===== src/rtl/pwm_pkg.sv =====
package pwm_pkg;

    // Field widths of the channel configuration
    localparam int DUTY_W = 10;
    localparam int FREQ_W = 4;
    localparam int PRE_W  = 5;

    // Bit positions inside the second configuration byte
    localparam int HI_DUTY_LSB = 0;
    localparam int FREQ_LSB    = 4;

    typedef logic [DUTY_W-1:0] duty_t;
    typedef logic [FREQ_W-1:0] freq_t;
    typedef logic [PRE_W-1:0]  pre_t;

    typedef struct packed {
        duty_t duty;
        freq_t freq;
    } ch_cfg_t;

    // Final prescaler count for a frequency code: a quantum is 32 - f cycles
    function automatic pre_t last_count(freq_t f);
        return pre_t'(31) - pre_t'(f);
    endfunction

endpackage


===== src/rtl/pwm_regs.sv =====
module pwm_regs
    import pwm_pkg::*;
#(
    parameter int                NUM_CH  = 4,
    parameter int                ADDR_W  = 8,
    parameter logic [ADDR_W-1:0] CH_BASE = 8'h40,
    parameter logic [ADDR_W-1:0] EN_ADDR = 8'h48
) (
    input  logic                   clk,
    input  logic                   rst,
    input  logic                   wr_en,
    input  logic [ADDR_W-1:0]      wr_addr,
    input  logic [7:0]             wr_data,
    output ch_cfg_t [NUM_CH-1:0]   shadow_o,
    output logic [NUM_CH-1:0]      en_o
);

    logic [NUM_CH-1:0] en_q;

    always_ff @(posedge clk) begin
        if (rst) begin
            en_q <= '0;
        end else if (wr_en && (wr_addr == EN_ADDR)) begin
            en_q <= wr_data[NUM_CH-1:0];
        end
    end

    assign en_o = en_q;

    for (genvar g = 0; g < NUM_CH; g++) begin : g_cfg
        localparam logic [ADDR_W-1:0] LO_ADDR = CH_BASE + ADDR_W'(2 * g);
        localparam logic [ADDR_W-1:0] HI_ADDR = CH_BASE + ADDR_W'(2 * g + 1);

        ch_cfg_t cfg_q;

        always_ff @(posedge clk) begin
            if (rst) begin
                cfg_q <= '0;
            end else if (wr_en) begin
                if (wr_addr == LO_ADDR) begin
                    cfg_q.duty[7:0] <= wr_data;
                end else if (wr_addr == HI_ADDR) begin
                    cfg_q.duty[DUTY_W-1:8] <= wr_data[HI_DUTY_LSB +: 2];
                    cfg_q.freq             <= wr_data[FREQ_LSB +: FREQ_W];
                end
            end
        end

        assign shadow_o[g] = cfg_q;
    end

endmodule


===== src/rtl/pwm_prescaler.sv =====
module pwm_prescaler
    import pwm_pkg::*;
(
    input  logic  clk,
    input  logic  rst,
    input  logic  run_i,
    input  freq_t freq_i,
    output logic  tick_o
);

    pre_t cnt_q;
    pre_t last;

    assign last   = last_count(freq_i);
    assign tick_o = run_i && (cnt_q == last);

    always_ff @(posedge clk) begin
        if (rst || !run_i) begin
            cnt_q <= '0;
        end else if (tick_o) begin
            cnt_q <= '0;
        end else begin
            cnt_q <= cnt_q + pre_t'(1);
        end
    end

endmodule


===== src/rtl/pwm_channel.sv =====
module pwm_channel
    import pwm_pkg::*;
(
    input  logic    clk,
    input  logic    rst,
    input  logic    en_i,
    input  ch_cfg_t shadow_i,
    output logic    pwm_o,
    output logic    tick_o,
    output logic    wrap_o
);

    ch_cfg_t act_q;
    duty_t   quanta_q;
    logic    tick;

    pwm_prescaler u_pre (
        .clk    (clk),
        .rst    (rst),
        .run_i  (en_i),
        .freq_i (act_q.freq),
        .tick_o (tick)
    );

    assign wrap_o = tick && (quanta_q == '1);
    assign tick_o = tick;

    always_ff @(posedge clk) begin
        if (rst) begin
            act_q    <= '0;
            quanta_q <= '0;
        end else if (!en_i) begin
            act_q    <= shadow_i;
            quanta_q <= '0;
        end else begin
            if (tick) begin
                quanta_q <= quanta_q + duty_t'(1);
            end
            if (wrap_o) begin
                act_q <= shadow_i;
            end
        end
    end

    assign pwm_o = en_i && (quanta_q <= act_q.duty);

endmodule


===== src/rtl/pwm_multi.sv =====
module pwm_multi
    import pwm_pkg::*;
#(
    parameter int                NUM_CH  = 4,
    parameter int                ADDR_W  = 8,
    parameter logic [ADDR_W-1:0] CH_BASE = 8'h40,
    parameter logic [ADDR_W-1:0] EN_ADDR = 8'h48
) (
    input  logic              clk,
    input  logic              rst,
    input  logic              wr_en,
    input  logic [ADDR_W-1:0] wr_addr,
    input  logic [7:0]        wr_data,
    output logic [NUM_CH-1:0] pwm_o
);

    ch_cfg_t [NUM_CH-1:0] shadow;
    logic    [NUM_CH-1:0] en_vec;
    logic    [NUM_CH-1:0] tick_vec;
    logic    [NUM_CH-1:0] wrap_vec;

    pwm_regs #(
        .NUM_CH  (NUM_CH),
        .ADDR_W  (ADDR_W),
        .CH_BASE (CH_BASE),
        .EN_ADDR (EN_ADDR)
    ) u_regs (
        .clk      (clk),
        .rst      (rst),
        .wr_en    (wr_en),
        .wr_addr  (wr_addr),
        .wr_data  (wr_data),
        .shadow_o (shadow),
        .en_o     (en_vec)
    );

    for (genvar g = 0; g < NUM_CH; g++) begin : g_ch
        pwm_channel u_ch (
            .clk      (clk),
            .rst      (rst),
            .en_i     (en_vec[g]),
            .shadow_i (shadow[g]),
            .pwm_o    (pwm_o[g]),
            .tick_o   (tick_vec[g]),
            .wrap_o   (wrap_vec[g])
        );
    end

endmodule


===== config.mk =====
export PLATFORM = sky130hd
export DESIGN_NAME = pwm_multi
export DESIGN_NICKNAME = d
export VERILOG_FILES = /design/src/rtl/pwm_pkg.sv /design/src/rtl/pwm_regs.sv /design/src/rtl/pwm_prescaler.sv /design/src/rtl/pwm_channel.sv /design/src/rtl/pwm_multi.sv
export SDC_FILE = /design/constraint.sdc
export NUM_CORES = 1
export LEC_CHECK = 0
export CORE_ASPECT_RATIO = 0.8
export CORE_MARGIN = 2
export CORE_UTILIZATION = 32
export DETAILED_ROUTE_END_ITERATION = 12
export PLACE_DENSITY = 0.49
export SETUP_SLACK_MARGIN = 0.4
export SLEW_MARGIN = 20
export SYNTH_ARGS = -nofsm -noshare
export SYNTH_HDL_FRONTEND = slang
export SYNTH_HIERARCHICAL = 1
export SYNTH_SLANG_ARGS = --single-unit

===== constraint.sdc =====
create_clock -name clk -period 2.65 [get_ports clk]
set_input_delay 0.795 -clock clk [delete_from_list [all_inputs] [get_ports clk]]
set_output_delay 0.795 -clock clk [all_outputs]
set_load 0.005 [all_outputs]

* Word-level counts from Yosys, hierarchy flattened *
Cells that the tools add are included.

word-level totals
  register bits after elaboration = 176
  input port bits = 19

cells by class
  add/sub/neg operators = 12
  order comparisons = 4
  equality and inequality tests = 21
  mux-type cells = 8
  bitwise logic cells = 8
  reduce and logical (&&, ||, !) cells = 37

operator list
  operator               count
  $mux 14                8
  $eq 8x7->1 const B     9
  $add 10x1->10 const B  4
  $eq 10x10->1 const B   4
  $le 10x10->1           4
  $add 5x1->5 const B    4
  $eq 5x5->1             4
  $sub 5x4->5 const A    4
  $reduce_or 2->1        8
  $logic_and 1x1->1      13
  $reduce_and 3->1       4
  $ne 2x1->1 const B     4
  $not 1->1              8
  $reduce_and 2->1       4
  $logic_not 1->1        4
  $logic_or 1x1->1       4

* Longest topological paths before layout *
  word-level depth = 6
  gate-level depth with buffers = 10
  gate-level depth less buffers = 7

* By module *
The synthesis kept the hierarchy.

modules (own cells, without submodules)
  module         instances  cells an instance  area each (µm²)  seq. area each (µm²)
  pwm_channel    4          131                1,239.9          480.5
  pwm_regs       1          221                2,492.4          1,201.2
  pwm_prescaler  4          26                 277.8            100.1

* Worst setup path after synthesis *
OpenSTA, ideal clock, no wires.

  path kind = register to register
  start point = register g_ch[0].u_ch.u_pre.cnt_q[0]
  end point = register g_ch[0].u_ch/act_q[0] (netlist name)
  library setup time = 128 ps
  arrival = 2,005 ps
  setup slack = 518 ps
  cell stages (with the launch flop) = 11
  period minus slack after synthesis = 2,132 ps
  cell sequence = dfxtp_1 -> o2bb2ai_2 -> a2111oi_4 -> and2_1 -> buf_6 -> and4_1 -> buf_6 -> a41oi_4 -> buf_8 -> mux2i_1 -> nor2_1

between the ends
  word-level cells in the longest chain between the ends = 4

ends and longest elaborated chain
  what                         RTL line             source
  start: declaration           pwm_prescaler.sv:11  pre_t cnt_q;
  start signal: assignment     pwm_prescaler.sv:23  cnt_q <= cnt_q + pre_t'(1);
  $eq 5x5->1                   pwm_prescaler.sv:15  assign tick_o = run_i && (cnt_q == last);
  $logic_and 1x1->1            pwm_prescaler.sv:15
  net tick_vec[0]              pwm_multi.sv:19      logic [NUM_CH-1:0] tick_vec;
  $logic_and 1x1->1            pwm_channel.sv:25    assign wrap_o = tick && (quanta_q == '1);
  $ne 2x1->1 (no source line)  --
  end signal: assignment       pwm_channel.sv:33    act_q <= shadow_i;
  end signal: assignment       pwm_channel.sv:40    act_q <= shadow_i;
  end: declaration             pwm_channel.sv:13    ch_cfg_t act_q;

The timed path passes the listed nets, and every way through them passes these cells.
A chain may end at the register's enable or synchronous reset.

* Final worst setup path *
  start point = register g_ch[2].u_ch/act_q[11] (netlist name)
  end point = output port pwm_o[2]

between the ends
  word-level cells in the longest chain between the ends = 2

ends and longest elaborated chain
  what                      RTL line           source
  start: declaration        pwm_channel.sv:13
  start signal: assignment  pwm_channel.sv:33
  start signal: assignment  pwm_channel.sv:40
  $le 10x10->1              pwm_channel.sv:45  assign pwm_o = en_i && (quanta_q <= act_q.duty);
  $logic_and 1x1->1         pwm_channel.sv:45
  end: declaration          pwm_multi.sv:14    output logic [NUM_CH-1:0] pwm_o

Every way passes these cells.

==> run metrics <==
GRT Overall Usage 13.3%; Hold Crit Class reg -> reg; H-tree depth 4; antenna-violating nets left 0; cell row count 53; die height 150 µm; actual slew at the worst max-slew pin 0.522 ns; skew final 0.00853 ns; Placed Instances 1251; grt ovf 0; startpoint types flop; Post-Layout Cell Count 1288; Ant. Diodes 0; Nets 986; CTS Buf Count 17; Die ar. 28000 µm²; VDD IR max 0.412 mV; clock latency on the worst-skew pair 0.43 ns; WP data required 1.86 ns; Mapped Nets 912; area delta synth->final 22.2%; RePlAce Congestion 0.742; drt wl/cell 13.9 µm; Ports 23; vias in the first global route 5843; Tcrit/Tclk final 100%; YS warnings 6; HPWL Detailed 12600 µm; violated checks setup timing; Max FO, Critical Path 2; WHS 0.476 ns; setup ws final -0.00253 ns; cell area power density 523 nW/µm²; Slew Viols, Final 0; DRT Wirelength 17900 µm; leakage 3.90 nW; Post-Syn Instances 845; DR vias/cell 4.58; DRC viols 0; Finished Cell Area 10400 µm²; first-pass GRT wire length 29800 µm; Final setup viols 1; CTS tree done; Longest Clk Path Bufs 2; RSZ-0062 raised after global routing true; initial core utilization 32.5%; Avg Cell Area, Syn 10.1 µm²; Hold Vio Cnt, Final 0; CTS Root Cell clkbuf_16; fmax 377 MHz; core area 26300 µm²; DIE WIDTH 187 µm; first-pass detailed-route iteration total 4; Worst EP arrival 1.86 ns; Crit Path Class reg -> out; highest-count cells in the layout ignoring fill and taps 139 x dfxtp_1, 120 x mux2i_1, 104 x nor2_1, 76 x nand2b_1, 66 x buf_4; setup TNS -0.00253 ns; number of port buffers 22; max_cap viols 0; layout cell share with drive strength beyond 1 24.1%; Via Count 5901; 1st-iter DRT viols 208; Crit. End Element output port; initial antenna violation count 0; largest net degree at the start of global routing 37; Relative slew margins 65.2%; commonest non-fill, non-tap cell in the layout dfxtp_1; clock-pin slew on the worst setup and hold paths 0.07 ns; min cycle time layout 2.65 ns; area post-placement 9450 µm²; post-synthesis cell area 8530 µm²; status complete, but fails checks; Clock Sinks 176
==> where the power goes <==
group          internal, mW  total (mW)  switching (mW)
Sequential             2.65        2.65         0.00115
Clock                  1.58        2.66            1.08
Combinational        0.0648       0.142          0.0770
Total                  4.29        5.45            1.15
==> path summary, 6_finish.rpt <==
check                    startpoint                     to  slack [ns]  cells after the start
max          g_ch[2].u_ch/act_q[11]               pwm_o[2]      -0.003                      7
min             u_regs/shadow_o[52]    u_regs/shadow_o[52]        0.48                      2
max reg2reg          u_regs/en_o[0]  g_ch[0].u_ch/act_q[6]        0.56                      8
min reg2reg     u_regs/shadow_o[52]    u_regs/shadow_o[52]        0.48                      2
==> flip-flops by register name (all words and copies together) (netlist names) <==
name / flops
g_ch.u_ch/u_pre/cnt_q: 20
u_regs/shadow_o: 56
g_ch.u_ch/act_q: 56
g_ch.u_ch/quanta_q: 40
u_regs/en_o: 4
==> final cells by class <==
cell class              count  area (µm²)
clock buffers              19         433
multi-input cells         585        4840
flip-flops and latches    176        3570
inverters                  48         180
clock inverters            12         186
well taps                 357         447
fillers                  2675       15800
repair buffers             91         766
==> worst max-delay path: stages (launching register included) <==
cell and delay [ns]:
dfxtp_2 0.34, inv_2 0.04, ha_4 0.26, a21oi_2 0.05
o21a_1 0.19, a32o_1 0.20, a32o_2 0.22, buf_2 0.12
==> repair_timing <==
item	CTS	global route
pin swaps	41	10
hold buffers	0	0
endpoints found under the setup margin	4	39
resized for setup	93	15
setup buffers	3	3
==> metal layers <==
| metal | GRT usage (%) | wire length [µm] |
|---|---|---|
| met1 | 18.7 | 9580 |
| met2 | 20.5 | 7710 |
| met3 | 2.74 | 449 |
| met4 | 4.17 | 190 |
| met5 | 0 | 0 |
==> metrics by stage <==
step / utilization [%] / setup WS (ns) / power, mW
6_report: 39.7 / -0.00253 / 5.45
5_1_grt: 39.7 / -0.103 / 5.65
2_1_floorplan: - / 0.521 / 2.77
3_3_place_gp: 36.0 / -0.0262 / 2.85
3_5_place_dp: 36.0 / -0.0385 / 2.85
4_1_cts: 39.5 / -0.0291 / 5.54
Power figures use the tool's default switching activity.
